--- src/rtl/flsr_pkg.sv ---
package flsr_pkg;

    localparam int STAT_W = 8;
    localparam int BUS_W  = 16;
    localparam int RDY_IDX = 7;

    // bits the engine can raise, bits it may drop, bits only 50h drops
    localparam logic [STAT_W-1:0] SET_MASK     = 8'h7E;
    localparam logic [STAT_W-1:0] ENG_CLR_MASK = 8'h44;
    localparam logic [STAT_W-1:0] ERR_MASK     = 8'h3A;
    localparam logic [STAT_W-1:0] RESET_VAL    = 8'h80;

    typedef logic [STAT_W-1:0] stat_t;

    typedef struct packed {
        stat_t set_bits;
        stat_t clr_bits;
        logic  busy;
        logic  clr_cmd;
    } upd_t;

    typedef enum logic [1:0] {
        BK_RSV  = 2'd0,
        BK_RDY  = 2'd1,
        BK_ERR  = 2'd2,
        BK_FLAG = 2'd3
    } bit_kind_t;

    typedef enum logic {
        RD_OPEN = 1'b0,
        RD_HELD = 1'b1
    } rd_st_t;

    function automatic bit_kind_t bit_kind(input int idx);
        if (idx == RDY_IDX)       return BK_RDY;
        else if (ERR_MASK[idx])   return BK_ERR;
        else if (SET_MASK[idx])   return BK_FLAG;
        else                      return BK_RSV;
    endfunction

endpackage

--- src/rtl/flsr_bits.sv ---
module flsr_bits
    import flsr_pkg::*;
(
    input  logic  clk,
    input  logic  rst,
    input  upd_t  upd,
    output stat_t stat
);

    for (genvar i = 0; i < STAT_W; i++) begin : g_bit
        localparam bit_kind_t KIND = bit_kind(i);
        if (KIND == BK_RSV) begin : g_rsv
            assign stat[i] = 1'b0;
        end else if (KIND == BK_RDY) begin : g_rdy
            logic b_q;
            always_ff @(posedge clk) begin
                if (rst) b_q <= RESET_VAL[i];
                else     b_q <= ~upd.busy;
            end
            assign stat[i] = b_q;
        end else if (KIND == BK_ERR) begin : g_err
            logic b_q;
            always_ff @(posedge clk) begin
                if (rst)                  b_q <= RESET_VAL[i];
                else if (upd.set_bits[i]) b_q <= 1'b1;
                else if (upd.clr_cmd)     b_q <= 1'b0;
            end
            assign stat[i] = b_q;
        end else begin : g_flag
            logic b_q;
            always_ff @(posedge clk) begin
                if (rst)                  b_q <= RESET_VAL[i];
                else if (upd.set_bits[i]) b_q <= 1'b1;
                else if (upd.clr_bits[i]) b_q <= 1'b0;
            end
            assign stat[i] = b_q;
        end
    end

    logic unused_bits;
    assign unused_bits = ^(upd.set_bits & ~SET_MASK) ^ ^(upd.clr_bits & ~ENG_CLR_MASK);

    // ready flag follows the inverse of busy one edge later
    a_r2_ready_tracks: assert property (@(posedge clk) disable iff (rst)
        1'b1 |=> stat[RDY_IDX] == !$past(upd.busy));

    // without a clear command an error flag never drops
    a_r3_err_sticky: assert property (@(posedge clk) disable iff (rst)
        !upd.clr_cmd |=> ((stat & $past(stat) & ERR_MASK) == ($past(stat) & ERR_MASK)));

    // a clear command without a competing set empties the error flags
    a_r4_clear_errs: assert property (@(posedge clk) disable iff (rst)
        (upd.clr_cmd && ((upd.set_bits & ERR_MASK) == '0)) |=> ((stat & ERR_MASK) == '0));

    // every requested set lands, whatever clear came with it
    a_r6_set_wins: assert property (@(posedge clk) disable iff (rst)
        1'b1 |=> ((stat & $past(upd.set_bits & SET_MASK)) == $past(upd.set_bits & SET_MASK)));

endmodule

--- src/rtl/flsr_rd_latch.sv ---
module flsr_rd_latch
    import flsr_pkg::*;
#(
    parameter int OUT_W = BUS_W
) (
    input  logic             clk,
    input  logic             rst,
    input  logic             ce_n,
    input  logic             oe_n,
    input  stat_t            stat_in,
    output logic [OUT_W-1:0] dq
);

    localparam int PAD_W = OUT_W - STAT_W;

    rd_st_t rd_q;
    stat_t  cap_q;
    logic   both_low;

    assign both_low = !ce_n && !oe_n;

    always_ff @(posedge clk) begin
        if (rst) begin
            rd_q  <= RD_OPEN;
            cap_q <= '0;
        end else if (!both_low) begin
            rd_q  <= RD_OPEN;
        end else if (rd_q == RD_OPEN) begin
            rd_q  <= RD_HELD;
            cap_q <= stat_in;
        end
    end

    always_comb begin
        dq = '0;
        if (rd_q == RD_HELD) dq = {{PAD_W{1'b0}}, cap_q};
    end

    // captured word does not move while the read is held
    a_r8_hold_stable: assert property (@(posedge clk) disable iff (rst)
        (rd_q == RD_HELD && both_low) |=> $stable(cap_q));

endmodule

--- src/rtl/flsr_status.sv ---
module flsr_status
    import flsr_pkg::*;
(
    input  logic              clk,
    input  logic              rst,
    input  logic [STAT_W-1:0] eng_set,
    input  logic [STAT_W-1:0] eng_clr,
    input  logic              eng_busy,
    input  logic              clr_cmd,
    input  logic              ce_n,
    input  logic              oe_n,
    output logic [BUS_W-1:0]  dq
);

    upd_t  upd;
    stat_t stat;

    always_comb begin
        upd.set_bits = eng_set;
        upd.clr_bits = eng_clr;
        upd.busy     = eng_busy;
        upd.clr_cmd  = clr_cmd;
    end

    flsr_bits u_bits (
        .clk  (clk),
        .rst  (rst),
        .upd  (upd),
        .stat (stat)
    );

    flsr_rd_latch #(.OUT_W(BUS_W)) u_rd (
        .clk     (clk),
        .rst     (rst),
        .ce_n    (ce_n),
        .oe_n    (oe_n),
        .stat_in (stat),
        .dq      (dq)
    );

    // an enable high at an edge blanks the bus after it
    a_r9_idle_zero: assert property (@(posedge clk) disable iff (rst)
        (ce_n || oe_n) |=> dq == '0);

    // upper byte is never driven with data
    a_r10_upper_zero: assert property (@(posedge clk) disable iff (rst)
        dq[BUS_W-1:STAT_W] == '0);

    // reserved bit reads zero
    a_r7_bit0_zero: assert property (@(posedge clk) disable iff (rst)
        dq[0] == 1'b0);

endmodule

--- config.mk ---
export PLATFORM = sky130hd
export DESIGN_NAME = flsr_status
export DESIGN_NICKNAME = d
export VERILOG_FILES = /design/src/rtl/flsr_pkg.sv /design/src/rtl/flsr_bits.sv /design/src/rtl/flsr_rd_latch.sv /design/src/rtl/flsr_status.sv
export SDC_FILE = /design/constraint.sdc
export NUM_CORES = 1
export LEC_CHECK = 0
export ABC_AREA = 1
export BUFFER_PORTS_ARGS = -buffer_cell sky130_fd_sc_hd__buf_2
export CAP_MARGIN = 20
export CORE_MARGIN = 1.5
export CORE_UTILIZATION = 36
export CTS_CLUSTER_DIAMETER = 100
export CTS_CLUSTER_SIZE = 25
export DETAILED_ROUTE_END_ITERATION = 12
export MAX_ROUTING_LAYER = met4
export PLACE_DENSITY = 0.75
export SLEW_MARGIN = 15
export SYNTH_ARGS = -nofsm -noshare
export SYNTH_HDL_FRONTEND = slang
export SYNTH_SLANG_ARGS = --single-unit
export TNS_END_PERCENT = 100
--- constraint.sdc ---
create_clock -name clk -period 1.4 [get_ports clk]
set_clock_uncertainty 0.15 [all_clocks]
set_input_delay 0.14 -clock clk [delete_from_list [all_inputs] [get_ports clk]]
set_output_delay 0.14 -clock clk [all_outputs]
set_load 0.02 [all_outputs]
== Yosys cells after proc, flatten, opt, wreduce, memory -nomap -nowiden ==
Cells that the tools add are included.
Storage, ports and cells
  register bits: 15
  input port bits: 22
  word-level logic and storage cells: 32
Cells by class
  muxes and demuxes: 11
  bitwise gates (word level): 2
  reductions and logical operators: 10
Operator list (number)
  $reduce_bool A2 Y1: 6
  $mux W1: 10
  $mux W8: 1
  $logic_not A1 Y1: 2
  $not A1 Y1: 2
  $reduce_and A2 Y1: 1
  $logic_and A1 B1 Y1: 1

== Longest topological paths before layout ==
  depth after elaboration: 3
  gate-level depth with buffers: 6
  depth with buffers taken out: 4

== Hierarchy ==
A second synthesis with hierarchy kept.
Unflattened totals
  cells, all modules: 120
  area, all modules: 844.6 sq um
By module, submodules not included
  flsr_rd_latch: times used 1, cells each 81, area each 546.8 sq um
  flsr_bits: times used 1, cells each 39, area each 297.8 sq um

== Least setup slack after synthesis ==
Ideal clock, no wire load.
  path kind: reg-to-reg
  from: register u_rd.rd_q
  to: register u_rd.cap_q[4]
  data arrival time: 770 ps
  required time: 1135 ps
  path slack: 365 ps
  stages on the path, launching flop included: 6
  path buffers: 2
  clock period less this slack: 1035 ps
  cells stage by stage: dfxtp_1 -> buf_6 -> inv_4 -> buf_12 -> a21oi_1 -> nor2_1
On the way
  cells in the longest elaborated chain, start to end: 2
Ends and longest elaborated chain
  start, declared: RTL line flsr_rd_latch.sv:16  | rd_st_t rd_q;
  start signal, assigned: RTL line flsr_rd_latch.sv:24  | rd_q <= RD_OPEN;
  start signal, assigned: RTL line flsr_rd_latch.sv:27  | rd_q <= RD_OPEN;
  start signal, assigned: RTL line flsr_rd_latch.sv:29  | rd_q <= RD_HELD;
  $not A1 Y1 (no source line)
  $reduce_and A2 Y1 (no source line)
  end signal, assigned: RTL line flsr_rd_latch.sv:30  | cap_q <= stat_in;
  end, declared: RTL line flsr_rd_latch.sv:17  | stat_t cap_q;
No other way between the ends.
A chain may end at the register's enable or synchronous reset.

== Worst setup path after layout ==
  from: register u_rd.rd_q
  to: output port dq[3]
On the way
  cells in the longest elaborated chain, start to end: 1
Ends and longest elaborated chain
  $mux W8: RTL line flsr_rd_latch.sv:36  | if (rd_q == RD_HELD) dq = {{PAD_W{1'b0}}, cap_q};
  end, declared: RTL line flsr_status.sv:12  | output logic [BUS_W-1:0] dq
No other way between the ends.

==> results.txt <==
Drt wl/cell = 8.30 microns
Internal Power = 636 uW
Synth Register Bits = 15
Later-pin clock latency in the skew report = 0.29 ns
First-pass GRT wire length = 2280 microns
Status = finished, final reports clean
Layout net count = 155
Peak Freq = 0.781 GHz
Hold endpoint = u_rd.rd_q
Pwr Total = 871 uW
RSZ-0062 raised after global routing = no
Worst Setup Start Kind = flip-flop
Drt drc = 0
Area grow syn2layout = 28.3%
CTS tree = built
Net Switching = 235 uW
GR Util met2 = 0.219
CP Class = flip-flop to output pin
Largest net degree at the start of global routing = 15
Initial core utilization = 0.383
Total track usage = 0.126
DP HPWL = 867 microns
Synth Instances = 98
Total CTS buffers = 3
Worst EP arrival = 0.99 ns
Total Wirelength = 1320 microns
Pre-CTS WS = 0.264 ns
Clock Sinks = 15
Synth Cell Area = 751 sq um
Warnings from Yosys = 0
Iteration-0 DRC count of the detailed router = 9
Reg-to-Reg Start = u_rd.rd_q
Die area = 2370 sq um
Non-Filler Instances = 159
Worst Reg-to-Reg Cells = 3
CP endpoint kind = output pin
Leakage = 0.528 nW
Busiest grt layer = met2
Via count = 649
IO Pins = 38
Hold Path Class = input port to flip-flop
Top-area cell type share of the netlist area = 0.400
Gate power share = 0.179
Yosys cell types = 19
Slew Viols, Final = 0
Min Clock Period, post-route = 1.28 ns
M1 GR Usage = 0.137
Hold-critical path depth = 2
Initial DRT Pass Iterations = 2
Dpl cell area = 796 sq um
Ratio of cells with drive above 1 in the final layout = 0.295
H-tree level count = 1
Hold Vio Cnt, Final = 0
CTS root buffer = clkbuf_4
Tcrit/Tclk final = 0.915
Synth area leader = dfxtp_1
Hold Startpoint = rst
Flop pwr share = 0.539
Critical R2R Capture = u_rd.cap_q[4]
Ranking of synthesized cells by area = dfxtp_1, buf_4, nor2_1
Drt via density = 4.08
PortBufs = 20
Number of filler cells placed in the layout = 217
Setup slack, reg-to-reg = 0.40 ns
Remaining global-route overflow = 0
Total negative slack = 0 ns
Initial antenna violation count = 0
Die height = 48.7 microns
Placed cells = 140
Design Area, Final = 963 sq um
Die X = 48.7 microns
Pwr/cell area = 904 nW/um^2
Worst-path maximum fanout = 8
# rows = 16
GP Congestion = 0.662
VDD IR max = 0.513 mV
Max Root-Sink Buffers = 2
N_diodes = 0
Clock transition at the registers of the reported paths = 0.08 ns
Sw Ratio = 0.269
Clock network power share = 0.282
Maxcap violations = 0
Final setup fails = 0
Sequential share of the synthesized area = 0.400
Worst EP required = 1.11 ns
ANT nets after route = 0
CORE AREA = 1960 sq um
Setup WS post-layout = 0.120 ns
Syn avg cell area = 7.66 sq um
Vias in the first global route = 572
GR met3 Demand/Resource = 0.0185
==> flip-flops by register name, indices dropped and copies added, names as in the netlist <==
name / cells
u_bits.g_bit.g_err.b_q: 4
u_rd.rd_q: 1
u_bits.g_bit.g_flag.b_q: 2
u_bits.g_bit.g_rdy.b_q: 1
u_rd.cap_q: 7
==> synthesized netlist by cell type, drive strengths merged <==
library cell / n
nand2: 15
a21oi: 11
nor3: 1
nor2: 18
conb: 1
inv: 17
buf: 13
dfxtp: 15
nand3: 7
==> critical path, stage by stage (launching register included) <==
cell     delay (ns)
dfxtp_2        0.42
nand2_1        0.08
inv_1          0.05
buf_2          0.15
==> timing repair <==
item / CTS / global route
endpoints found under the setup margin: 0 / 12
resized for setup: 0 / 1
setup buffers: 0 / 4
hold buffers: 11 / 0
endpoints found under the hold margin: 8 / 0
==> stage by stage <==
stage | hold WS (ns) | util
global placement | 0.162 | 0.406
CTS | 0.0134 | 0.475
detailed placement | 0.161 | 0.406
finish | 0.00225 | 0.491
global route | -0.00266 | 0.491
floorplan | 0.0590 | -
==> cells by family (layout without fill, tap and decap cells) <==
logic type,after synthesis,after routing,synth area share
DFF,15,15,0.400
and+or+nand+nor,41,41,0.248
buffers and inverters,30,56,0.253
other,1,9,0.00500
AOI/OAI and AO/OA,11,11,0.0933
==> cells in the final DEF, fill, tap and decap left out, types with 3 or more instances in the layout <==
cell / Yosys / routed
a21oi_1: 7 / 7
a21oi_2: 4 / 4
buf_2: 1 / 20
buf_4: 9 / 4
clkbuf_4: 0 / 3
conb_1: 1 / 9
dfxtp_1: 15 / 14
dlygate4sd3_1: 0 / 11
inv_1: 14 / 14
nand2_1: 15 / 15
nand3_1: 4 / 4
nand3_2: 3 / 3
nor2_1: 17 / 17
==> layer usage <==
layer / up-vias / wire, microns
met2: 24 / 637
met1: 277 / 549
met4: 0 / 57
met3: 5 / 76
met5: - / 0
li1: 343 / -
==> cell type report <==
type	count	area [sq um]	area share
clock buffers	4	26.3	0.0273
repair buffers	35	240	0.249
multi-input cells	61	290	0.301
inverters	17	71.3	0.0740
well taps	27	33.8	0.0351
flip-flops and latches	15	302	0.313
==> worst max path at each step <==
stage / cells after the start / end / slack [ns] / from
2_1_floorplan: 5 / u_rd.cap_q[4] / 0.37 / u_rd.rd_q
3_3_place_gp: 3 / u_rd.cap_q[5] / 0.28 / u_rd.rd_q
3_5_place_dp: 3 / u_rd.cap_q[4] / 0.26 / u_rd.rd_q
4_1_cts: 3 / dq[3] / 0.0004 / u_rd.rd_q
5_1_grt: 3 / dq[1] / 0.04 / u_rd.rd_q
6_report: 3 / dq[3] / 0.12 / u_rd.rd_q
==> power by group through the flow <==
stage	registers, mW	logic, mW	clock network, mW
after floorplan	0.474	0.125	0
after global placement	0.478	0.119	0
after detailed placement	0.480	0.123	0
after CTS	0.470	0.146	0.250
after global routing	0.474	0.176	0.283
final	0.469	0.156	0.245
Note: power is estimated with default switching activity, not from simulation.
